`src/rtl/kbd_matrix_scan.sv`:
```
module kbd_matrix_scan #(
  parameter int DIV_W = 8,
  parameter int DEPTH = 8
) (
  input  logic             clk,
  input  logic             rst_n,
  input  logic             scan_decoded,
  input  logic             lockout_en,
  input  logic [DIV_W-1:0] step_div,
  input  logic [7:0]       ret_in,
  input  logic             ctrl_line,
  input  logic             shift_line,
  input  logic             rd_en,
  output logic [3:0]       scan_lines,
  output logic [7:0]       rd_data,
  output logic             irq,
  output logic             underrun
);
  localparam int PW = $clog2(DEPTH);
  localparam int CW = $clog2(DEPTH + 1);

  typedef enum logic [1:0] {LK_IDLE, LK_PEND, LK_HELD, LK_BLOCK} lk_t;

  // scan timing: col sweeps each clock, evaluation in the last sweep of a step
  logic [2:0]       col, row;
  logic [DIV_W-1:0] pre;

  wire       last_sweep = (pre == step_div);
  wire       step_end   = last_sweep && (col == 3'd7);
  wire [2:0] last_row   = scan_decoded ? 3'd3 : 3'd7;
  wire       frame_end  = step_end && (row == last_row);
  wire       closed     = last_sweep && ret_in[col];
  wire [5:0] kidx       = {row, col};

  always_ff @(posedge clk) begin
    if (!rst_n) begin
      col <= '0;
      pre <= '0;
      row <= '0;
    end else begin
      col <= col + 3'd1;
      if (col == 3'd7) pre <= last_sweep ? '0 : pre + DIV_W'(1);
      if (step_end)    row <= (row == last_row) ? 3'd0 : row + 3'd1;
    end
  end

  assign scan_lines = scan_decoded ? ~(4'b0001 << row[1:0]) : {1'b0, row};

  // rollover: per-key state 0 open, 1 seen once, 2 entered
  logic [1:0] kst [64];

  always_ff @(posedge clk) begin
    if (!rst_n) begin
      for (int i = 0; i < 64; i++) kst[i] <= 2'd0;
    end else if (last_sweep) begin
      if (ret_in[col]) begin
        if (kst[kidx] != 2'd2) kst[kidx] <= kst[kidx] + 2'd1;
      end else begin
        kst[kidx] <= 2'd0;
      end
    end
  end

  wire nk_push = !lockout_en && closed && (kst[kidx] == 2'd1);

  // lockout: per-frame census of closed keys
  lk_t        lk_st;
  logic [1:0] fcnt;
  logic [5:0] fkey, cand;
  logic       lk_pass;

  wire [1:0] cnt_now = (closed && fcnt != 2'd2) ? fcnt + 2'd1 : fcnt;
  wire [5:0] key_now = closed ? kidx : fkey;
  wire       alone   = (cnt_now == 2'd1) && (key_now == cand);
  wire       lk_push = lockout_en && frame_end && (lk_st == LK_PEND) && alone && lk_pass;

  always_ff @(posedge clk) begin
    if (!rst_n) begin
      lk_st   <= LK_IDLE;
      fcnt    <= '0;
      fkey    <= '0;
      cand    <= '0;
      lk_pass <= 1'b0;
    end else if (last_sweep) begin
      fcnt <= frame_end ? 2'd0 : cnt_now;
      fkey <= key_now;
      if (frame_end) begin
        case (lk_st)
          LK_IDLE: begin
            if (cnt_now == 2'd1) begin
              lk_st   <= LK_PEND;
              cand    <= key_now;
              lk_pass <= 1'b0;
            end else if (cnt_now == 2'd2) begin
              lk_st <= LK_BLOCK;
            end
          end
          LK_PEND: begin
            if (cnt_now == 2'd0) lk_st <= LK_IDLE;
            else if (!alone)     lk_st <= LK_BLOCK;
            else if (lk_pass)    lk_st <= LK_HELD;
            else                 lk_pass <= 1'b1;
          end
          default: if (cnt_now == 2'd0) lk_st <= LK_IDLE;
        endcase
      end
    end
  end

  wire       push      = nk_push | lk_push;
  wire [7:0] push_code = {ctrl_line, shift_line, lockout_en ? cand : kidx};

  // code FIFO
  logic [7:0]    mem [DEPTH];
  logic [PW-1:0] wp, rp;
  logic [CW-1:0] cnt;

  wire wr = push && (cnt != CW'(DEPTH));
  wire rd = rd_en && (cnt != '0);

  always_ff @(posedge clk) begin
    if (!rst_n) begin
      wp       <= '0;
      rp       <= '0;
      cnt      <= '0;
      rd_data  <= '0;
      underrun <= 1'b0;
    end else begin
      if (wr) begin
        mem[wp] <= push_code;
        wp      <= wp + PW'(1);
      end
      if (rd) begin
        rd_data <= mem[rp];
        rp      <= rp + PW'(1);
      end
      if (rd_en) underrun <= (cnt == '0);
      cnt <= cnt + CW'(wr) - CW'(rd);
    end
  end

  assign irq = (cnt != '0);

  AST_ROW_STEP: assert property (@(posedge clk) disable iff (!rst_n)
    !step_end |=> $stable(row));
  AST_DEC_BIT5: assert property (@(posedge clk) disable iff (!rst_n)
    (push && scan_decoded) |-> !push_code[5]);
  AST_NO_OVERFLOW: assert property (@(posedge clk) disable iff (!rst_n)
    cnt <= CW'(DEPTH));
  AST_FULL_HOLD: assert property (@(posedge clk) disable iff (!rst_n)
    (cnt == CW'(DEPTH) && !rd_en) |=> (cnt == CW'(DEPTH)));
  AST_IRQ_RISE: assert property (@(posedge clk) disable iff (!rst_n)
    $rose(irq) |-> $past(push));
  AST_EMPTY_READ: assert property (@(posedge clk) disable iff (!rst_n)
    (rd_en && !irq) |=> (underrun && $stable(rd_data)));
  AST_GOOD_READ: assert property (@(posedge clk) disable iff (!rst_n)
    (rd_en && irq) |=> !underrun);
endmodule

```
`config.mk`:
```
export PLATFORM = sky130hd
export DESIGN_NAME = kbd_matrix_scan
export DESIGN_NICKNAME = d
export VERILOG_FILES = /design/src/rtl/kbd_matrix_scan.sv
export SDC_FILE = /design/constraint.sdc
export NUM_CORES = 1
export LEC_CHECK = 0
export ABC_AREA = 1
export BUFFER_PORTS_ARGS = -buffer_cell sky130_fd_sc_hd__buf_2
export CORE_MARGIN = 8
export CORE_UTILIZATION = 40
export CTS_CLUSTER_DIAMETER = 40
export DETAILED_ROUTE_END_ITERATION = 12
export PLACE_DENSITY = 0.66
export REMOVE_ABC_BUFFERS = 1
export SLEW_MARGIN = 20
export SYNTH_ARGS = -nofsm -noshare
export SYNTH_HDL_FRONTEND = slang
export SYNTH_SLANG_ARGS = --single-unit
```
`constraint.sdc`:
```
create_clock -name clk -period 3.1 [get_ports clk]
set_input_delay 0.155 -clock clk [delete_from_list [all_inputs] [get_ports clk]]
set_output_delay 0.155 -clock clk [all_outputs]
set_load 0.02 [all_outputs]
```
==> impl_metrics.toml, run 1 <==
[finish]
design_area_um2 = 15460
regArea_um2 = 6779
drive_gt1_frac = 0.2905
diodes = 0
layout.nets = 1523
fillerInstances = 2469
multiInputGateArea_um2 = 4549
area_growth_pct = 31.49

[floorplan]
die-area_um2 = 35130
core_um2 = 28860
boundaryPins = 37
die_h_um = 187.4
rows = 62
die_x_um = 187.4
start_util = 0.4073

[route]
vias_per_cell = 5.115
drt_iter0_drc = 629
totalWireLength_mm = 30.72
drt_first_pass_iters = 6
wl_per_cell_um = 16.23
vias = 9678
postRouteAntennaNets = 0
route.detailed.drc = 0

[cts]
clk-insertion-delay-late_ps = 520
cts_tree = "built"
numCtsBuffers = 35
cts-root-buf = "clkbuf_16"
cts_buffer_depth = 3
clkTransAtPathRegs_ps = 60
htreeDepth = 2
cts_sinks = 242

[outcome]
violations = "setup timing"
outcome = "finished, violations left"

[critical_path]
worstPathCellList = "nor2_4 -> nand2_2 -> inv_4 -> buf_12 -> a22o_1 -> a21oi_2 -> nand4_1 -> a22o_1 -> nor2_1 -> nand2_1 -> inv_2 -> ha_4 -> nand3_4 -> nand2_4 -> nand2_4 -> ha_4 -> inv_4 -> ha_4 -> inv_4 -> fa_2 -> nor2_1"
cp_slowest_stage_delay_ps = 510
endpoint_kind = "flop"
crit_slowest_cell = "fa_2"
start_kind = "flop"
critPathKind = "flop to flop"
crit_required_ps = 3490
arrival_ps = 3710
path_max_fanout = 5

[synth]
yosys_warnings = 0
ys_top_cells_by_area = "edfxtp_1 49%, nand2_1 11%, dfxtp_1 8.5%, nor2_1 6.4%, nand3_1 2.8%"
netlist.area_leader.share = 0.4905
synth_area_um2 = 11760
yosys.area.top_type = "edfxtp_1"
ys_seq_area_frac = 0.5756
synth_cell_types = 52
avgSynthCellArea_um2 = 9.397
ys_ff_latch = 242
synth_cells = 1251

[timing]
tightest_slew_ps = 1074
fin_worst_skew_ps = 27.43
rsz0062_at_grt = "true"
finalWorstSetupSlack_ps = -215.4
period_minus_slack_ps = 3315
hold_viol = 0
setup-tns-final_ps = -6964
relSlewSlack = 0.2762
fmax_ghz = 0.3016
drv_slew = 0
period_share = 1.069
setup_viol = 140

[global_route]
grt_use_met3 = 0.02908
grt_max_degree = 53
use_met2 = 0.2922
antenna_found_initial = 0
overflow = 0
grt_pass1_wl_mm = 48.33
grt_use_total = 0.1682
first_global_vias = 9450
met1_usage = 0.2095
grt-busiest-layer = "met2"

[power]
p_int_w = 0.006491
leakage_nw = 6.332
p_switching_w = 0.002534
sw_frac_of_total = 0.2807
powerDensity_nw_per_um2 = 583.9
combPwrFrac = 0.157
seq_power_share = 0.411
ir_drop_v = 0.0004751
p_clk_frac = 0.432

[placement]
dpl_cell_area_um2 = 13630
pre_cts_slack_ps = -346.6
detailed_place_hpwl_mm = 20.05
gp_congestion = 0.8181
io_buffer_count = 36

[job]
cap_viol_max_count = 0

[hold_path]
hold_path.class = "primary input to flop"
[Yosys cell counts (all sizes together)]
library cell / count
and2: 1
nor3b: 1
or2: 1
nand2: 345
a21oi: 21
buf: 31
a22oi: 17
a211oi: 3
nor4: 9
dfxtp: 50
edfxtp: 192
ha: 18
nand3: 72
mux2i: 1
nor2: 226
a211o: 1
fa: 1
a221oi: 12
o221ai: 16
o21bai: 1
inv: 89
xor2: 4
nand3b: 4
nand4: 20
dlygate4sd1: 1
nor3: 13
a22o: 7
clkinv: 3
clkbuf: 31
xnor2: 1
o21ai: 59
[flip-flops by register name, summed over array words and instances, names as in the netlist, 3 cells and up]
| register | count |
|---|---|
| rd_data | 8 |
| wp | 3 |
| fkey | 6 |
| pre | 8 |
| cand | 6 |
| col | 3 |
| cnt | 4 |
| mem | 64 |
| row | 3 |
| kst | 128 |
| rp | 3 |
[layout make-up]
cell class,count,share of cell area
Inverter,92,0.02437
Timing Repair Buffer,254,0.1356
Tap cell,384,0.03109
Clock inverter,27,0.01651
Clock buffer,37,0.05853
Multi-Input combinational cell,854,0.2943
Sequential cell,242,0.4386
Timing Repair inverter,2,0.0009714
[power groups by stage]
stage	logic (W)	clock network [W]	registers, W
6_report	0.00142	0.00390	0.00370
5_1_grt	0.00156	0.00411	0.00371
4_1_cts	0.00138	0.00396	0.00370
3_5_place_dp	0.00123	0	0.00376
3_3_place_gp	0.00120	0	0.00376
2_1_floorplan	0.000632	0	0.00381
[logic make-up (layout without fill, tap and decap cells)]
group / count (synthesis) / in the layout / share of synthesized area
muxes: 1 / 1 / 0.0008516
xor gates and xnor gates: 5 / 5 / 0.003725
adders and majority gates: 19 / 19 / 0.02086
DFF: 242 / 242 / 0.5756
AOI/OAI and AO/OA: 137 / 137 / 0.07536
and+or+nand+nor: 692 / 692 / 0.2632
buffers and inverters: 155 / 412 / 0.06035
[through the flow]
stage	utilization	hold WS (ps)	total power [W]	instances
global placement	0.4722	392.3	0.004954	1793
CTS	0.5274	43.56	0.009043	1879
floorplan	-	248.5	0.004440	1188
detailed placement	0.4722	402.8	0.004990	1793
global route	0.5356	94.36	0.009385	1892
finish	0.5356	63.01	0.009025	1892
[worst max-delay path, delay by kind of cell (launching register included)]
family	cells	cell delay, ps
adder cells (fa/ha/maj)	4	1040
buffers and inverters	5	370
flip-flops	1	400
AO/OA/AOI/OAI	3	630
AND/OR/NAND/NOR	9	740
[cells in the final DEF (no fill, tap or decap), types with 19 or more instances in the layout]
cell / n
inv_1: 72
clkbuf_16: 37
edfxtp_1: 192
o21ai_0: 52
nand2_2: 20
nor2_1: 192
nand3_1: 64
buf_4: 185
dfxtp_1: 46
a21oi_1: 19
nor2_2: 27
buf_2: 35
nand2_1: 318
[timing repair]
action	4_1_cts	5_1_grt
hold buffers	3	0
resized for setup	69	35
endpoints found under the hold margin	17	0
endpoints found under the setup margin	293	323
pin swaps	35	27
setup buffers	16	12
cloned	3	1
[worst paths after layout]
kind | slack [ps] | start | cells past startpoint | to
min | 60 | scan_decoded | 4 | row[2]
max | -220 | col[2] | 21 | cnt[1]
max reg2reg | -220 | col[2] | 21 | cnt[1]
min reg2reg | 470 | rd_data[2] | 2 | rd_data[2]
[layer usage]
metal	up-vias	part of all wire	routed length, µm
met5	-	0	0
met3	56	0.059	1814
li1	4712	-	-
met1	4588	0.42	13040
met4	0	0.023	695
met2	322	0.49	15170
No activity file was read; power rests on OpenSTA's default activity.
==> run 2, diff against run 1 <==
- SKIP_CTS_REPAIR_TIMING: not set -> 1
==> run 2 against run 1 <==
Against the previous run:
- the run still ends with setup timing left
- non-clock buffer count down 7
- routed wire length up 2.6%
- sequential share of layout area shrank 0.87 points
- core utilization grew 1.1 points
- flip-flop and latch count unchanged
- critical path depth up 2
- total power grew 0.28%
- setup slack improved by 4.7 ps
- maximum frequency increased by 0.14%
- critical endpoint is now cnt[3]
- combinational power barely moved
- clock power barely moved
- clock skew hardly changed
==> impl_metrics.toml, run 2 (synthesized netlist as in run 1, its figures left out) <==
[outcome]
outcome = "finished, violations left"
violations = "setup timing"

[critical_path]
crit_required_ps = 3530
critPathKind = "flop to flop"
cpLargestDelayFamily = "compound AO/OA/AOI/OAI gates"
worstPathCellList = "nor2_4 -> nand2_2 -> inv_4 -> buf_12 -> a22o_1 -> a21oi_2 -> nand4_1 -> a22o_1 -> nor2_1 -> nand2_1 -> inv_2 -> ha_4 -> nand3_4 -> nand2_4 -> nand2_4 -> ha_4 -> inv_2 -> ha_4 -> inv_4 -> nor2_2 -> a211oi_2 -> o21ai_1 -> a21oi_1"
start_kind = "flop"
path_max_fanout = 6
r2r_end = "cnt[3]"
cp_slowest_stage_delay_ps = 410
r2r_cells = 23
worstReg2RegStart = "col[1]"
critPathBufInv = 5
crit_top_cell = "ha_4"
crit_slowest_cell = "dfxtp_4"
rrSetupSlack_ps = -210
arrival_ps = 3740
endpoint_kind = "flop"

[placement]
pre_cts_slack_ps = -346.6
io_buffer_count = 36
dp_cells = 1793
detailed_place_hpwl_mm = 20.05
gp_congestion = 0.8181

[finish]
layout_commonest_cell = "nand2_1"
regArea_um2 = 6779
layout_common_cells = "260 x nand2_1, 192 x edfxtp_1, 171 x nor2_1, 168 x buf_4, 70 x inv_1"
diodes = 0
largest_register_ffs = 128
drive_gt1_frac = 0.3464
top_register = "kst"
area_growth_pct = 34.16
layout.nets = 1516
multiInputGateArea_um2 = 4851
largestRegisters = "kst: 128 flops, mem: 64 flops"
finish.cell_count_without_fillers = 1885
fillerInstances = 2409

[timing]
fin_worst_skew_ps = 27.04
setup_viol = 40
drv_slew = 0
tightest_slew_ps = 1079
hold_viol = 0
relSlewSlack = 0.2732
finalWorstSetupSlack_ps = -210.7
rsz0062_at_grt = "true"
period_minus_slack_ps = 3311
fmax_ghz = 0.3021
period_share = 1.068

[global_route]
overflow = 0
first_global_vias = 9265
antenna_found_initial = 0
grt_max_degree = 53
grt_use_total = 0.1636
grt_pass1_wl_mm = 47.00

[route]
vias = 9679
totalWireLength_mm = 31.53
route.detailed.drc = 0
drt_first_pass_iters = 5
wl_per_cell_um = 16.72
vias_per_cell = 5.135
drt_iter0_drc = 631
postRouteAntennaNets = 0

[job]
cap_viol_max_count = 0

[power]
leakage_nw = 6.471
powerDensity_nw_per_um2 = 573.9
total_power_w = 0.009050
ir_drop_v = 0.0004930

[cts]
cts-root-buf = "clkbuf_16"
cts_sinks = 242
cts_tree = "built"
cts_buffer_depth = 3
htreeDepth = 2
numCtsBuffers = 35
clk-insertion-delay-late_ps = 520
clkTransAtPathRegs_ps = 60

[floorplan]
core_um2 = 28860
die_x_um = 187.4
die-area_um2 = 35130
die_h_um = 187.4
start_util = 0.4073
boundaryPins = 37
rows = 62

[hold_path]
whs_path_depth = 4
hold_path.class = "primary input to flop"
min_from = "scan_decoded"
holdPathEnd = "row[2]"
-- run 2: how the worst max path moves through the flow --
stage                start        end  slack (ps)  cells past startpoint
floorplan           col[0]  kst[0][1]        -600                     13
CTS                 col[2]     cnt[3]        -450                     24
detailed placement  col[2]     cnt[2]        -350                     22
global placement    col[1]     cnt[2]        -290                     23
finish              col[1]     cnt[3]        -210                     23
global route        col[1]     cnt[3]        -390                     24
-- run 2: report_power, final --
part           switching, W  internal (W)  total [W]
Sequential        0.0000866       0.00362    0.00370
Clock               0.00156       0.00235    0.00391
Combinational      0.000915      0.000522    0.00144
Total               0.00256       0.00649    0.00905
-- run 2: routing by layer --
layer / share of wire / up-vias / GRT usage / wire, µm
met5: 0 / - / 0 / 0
met4: 0.020 / 0 / 0.05364 / 622
met3: 0.060 / 52 / 0.02815 / 1882
met2: 0.49 / 309 / 0.2818 / 15480
met1: 0.43 / 4626 / 0.2056 / 13540
li1: - / 4692 / - / -
-- run 2: tightest hold or removal path, cell delays in order --
cell,delay [ps]
buf_2,100
inv_1,100
nand2_1,100
a21oi_1,70
-- run 2: through the flow --
stage / util / cell area (µm²) / setup TNS (ps) / hold slack (ps)
finish: 0.5465 / 15770 / -1032 / 59.45
global route: 0.5465 / 15770 / -33380 / 95.34
CTS: 0.5124 / 14790 / -26500 / -130.4
detailed placement: 0.4722 / 13630 / -9511 / 402.8
global placement: 0.4722 / 13630 / -5695 / 392.3
floorplan: - / 11390 / -104580 / 248.5
-- run 2: final cells by class --
class | count | share of cell area
clock buffers | 37 | 0.05736
flip-flops and latches | 242 | 0.4299
repair inverters | 2 | 0.001031
inverters | 92 | 0.02428
well taps | 384 | 0.03047
clock inverters | 27 | 0.01619
multi-input cells | 854 | 0.3076
repair buffers | 247 | 0.1332
==> run 3, diff against run 2 <==
- CELL_PAD_IN_SITES_DETAIL_PLACEMENT: not set -> 1
- CELL_PAD_IN_SITES_GLOBAL_PLACEMENT: not set -> 1
- PLACE_DENSITY: 0.66 -> 0.79
==> run 3 against run 2 <==
Against the previous run:
- maximum frequency is 5.0% lower
- worst hold slack better by 15 ps
- cell count is 0.48% higher
- non-clock buffer count is 4 higher
- highest routed layer unchanged
- via count is 7.7% higher
- global-route usage is 3.9 points higher
- the run still ends with setup timing left
==> impl_metrics.toml, run 3 (synthesized netlist as in run 1, its figures left out) <==
[critical_path]
critPathKind = "flop to flop"
path_max_fanout = 8
start_kind = "flop"
crit_slowest_cell = "dfxtp_4"
endpoint_kind = "flop"
crit_required_ps = 3560
arrival_ps = 3940
cp_slowest_stage_delay_ps = 410

[finish]
drive_gt1_frac = 0.3404
layout.nets = 1523
area_growth_pct = 34.70
design_area_um2 = 15830
largestRegisters = "kst: 128 flops, mem: 64 flops"
layout_common_cells = "280 x nand2_1, 192 x edfxtp_1, 190 x buf_4, 159 x nor2_1, 72 x inv_1"
diodes = 0
finish.cell_count_without_fillers = 1894
top_register = "kst"
largest_register_ffs = 128
layout_commonest_cell = "nand2_1"
finish.utilization = 0.5487

[route]
drt_iter0_drc = 654
route.detailed.drc = 0
postRouteAntennaNets = 0
maxUsedRoutingLayer = "met4"
met3_wirelength_mm = 2.272
totalWireLength_mm = 40.77
wl_met2_mm = 21.04
wl_per_cell_um = 21.52
vias_per_cell = 5.504
drt_first_pass_iters = 5
vias = 10430
wl_met1_mm = 15.97

[floorplan]
die_h_um = 187.4
die_x_um = 187.4
die-area_um2 = 35130
core_um2 = 28860
start_util = 0.4073
rows = 62
boundaryPins = 37

[global_route]
antenna_found_initial = 0
grt_pass1_wl_mm = 57.70
first_global_vias = 10890
grt_use_total = 0.2025
overflow = 0
grt_max_degree = 65

[placement]
dpl_cell_area_um2 = 13670
detailed_place_hpwl_mm = 24.24
dp_cells = 1806
pre_cts_slack_ps = -523.8
io_buffer_count = 36
gp_congestion = 0.8191

[hold_path]
hold_path.class = "primary input to flop"

[timing]
fin_worst_skew_ps = 46.24
finalWorstSetupSlack_ps = -385.8
rsz0062_at_grt = "true"
tightest_slew_ps = 1161
setup_viol = 294
drv_slew = 0
relSlewSlack = 0.2178
period_share = 1.124
period_minus_slack_ps = 3486
hold_viol = 0
fmax_ghz = 0.2869

[job]
cap_viol_max_count = 0

[cts]
cts_sinks = 242
cts-root-buf = "clkbuf_16"
clk-insertion-delay-late_ps = 550
cts_tree = "built"
numCtsBuffers = 39
cts_buffer_depth = 3
clkTransAtPathRegs_ps = 60
htreeDepth = 2

[power]
total_power_w = 0.009822
ir_drop_v = 0.0003870
powerDensity_nw_per_um2 = 620.3
leakage_nw = 6.454

[outcome]
outcome = "finished, violations left"
violations = "setup timing"
run 3: changes by cell type in the layout (fill, tap and decap cells not counted), sizes merged:
cell      before  now
clkinvlp       7    4
inv           99   90
bufinv         2    7
buf          242  247
clkinv        13   15
clkbuf        39   48
run 3: layout make-up:
cell class                 instances  area [µm²]
fill                            3224       13020
sequential                       242        6775
multi-input combinational        854        4782
timing repair buffer             251        2009
clock buffer                      47        1026
tap                              384       480.5
inverter                          92       385.4
clock inverter                    23       367.9
timing repair inverter             1       7.507
run 3: power breakdown:
| group | switching (W) | internal [W] |
|---|---|---|
| registers | 0.0000793 | 0.00362 |
| clock network | 0.00164 | 0.00298 |
| logic | 0.00100 | 0.000502 |
run 3: critical path: cells and delay by family, from the launching register on:
family          cells  cell delay, ps
flops               1             410
buf+inv             6             480
fa+ha+maj           3             610
simple gates       11             960
compound gates      5             960
run 3: routing by layer:
layer,up-vias,GRT usage
met4,0,0.07000
met1,5239,0.2424
met3,119,0.03132
met2,367,0.3642
li1,4700,-
met5,-,0
run 3: path summary, 6_finish.rpt:
check                  start    endpoint  slack [ps]  depth (start not counted)
setup / recovery      col[2]      cnt[3]        -390                         25
hold / removal         rst_n  rd_data[4]          70                          3
hold reg to reg   rd_data[1]  rd_data[1]         470                          2
setup reg to reg      col[2]      cnt[3]        -390                         25
run 3: through the flow:
step / hold slack, ps / setup TNS, ps
floorplan: 248.5 / -104580
global placement: 388.0 / -17290
detailed placement: 396.6 / -48210
CTS: -167.4 / -58120
global route: 83.83 / -106350
finish: 74.62 / -42140
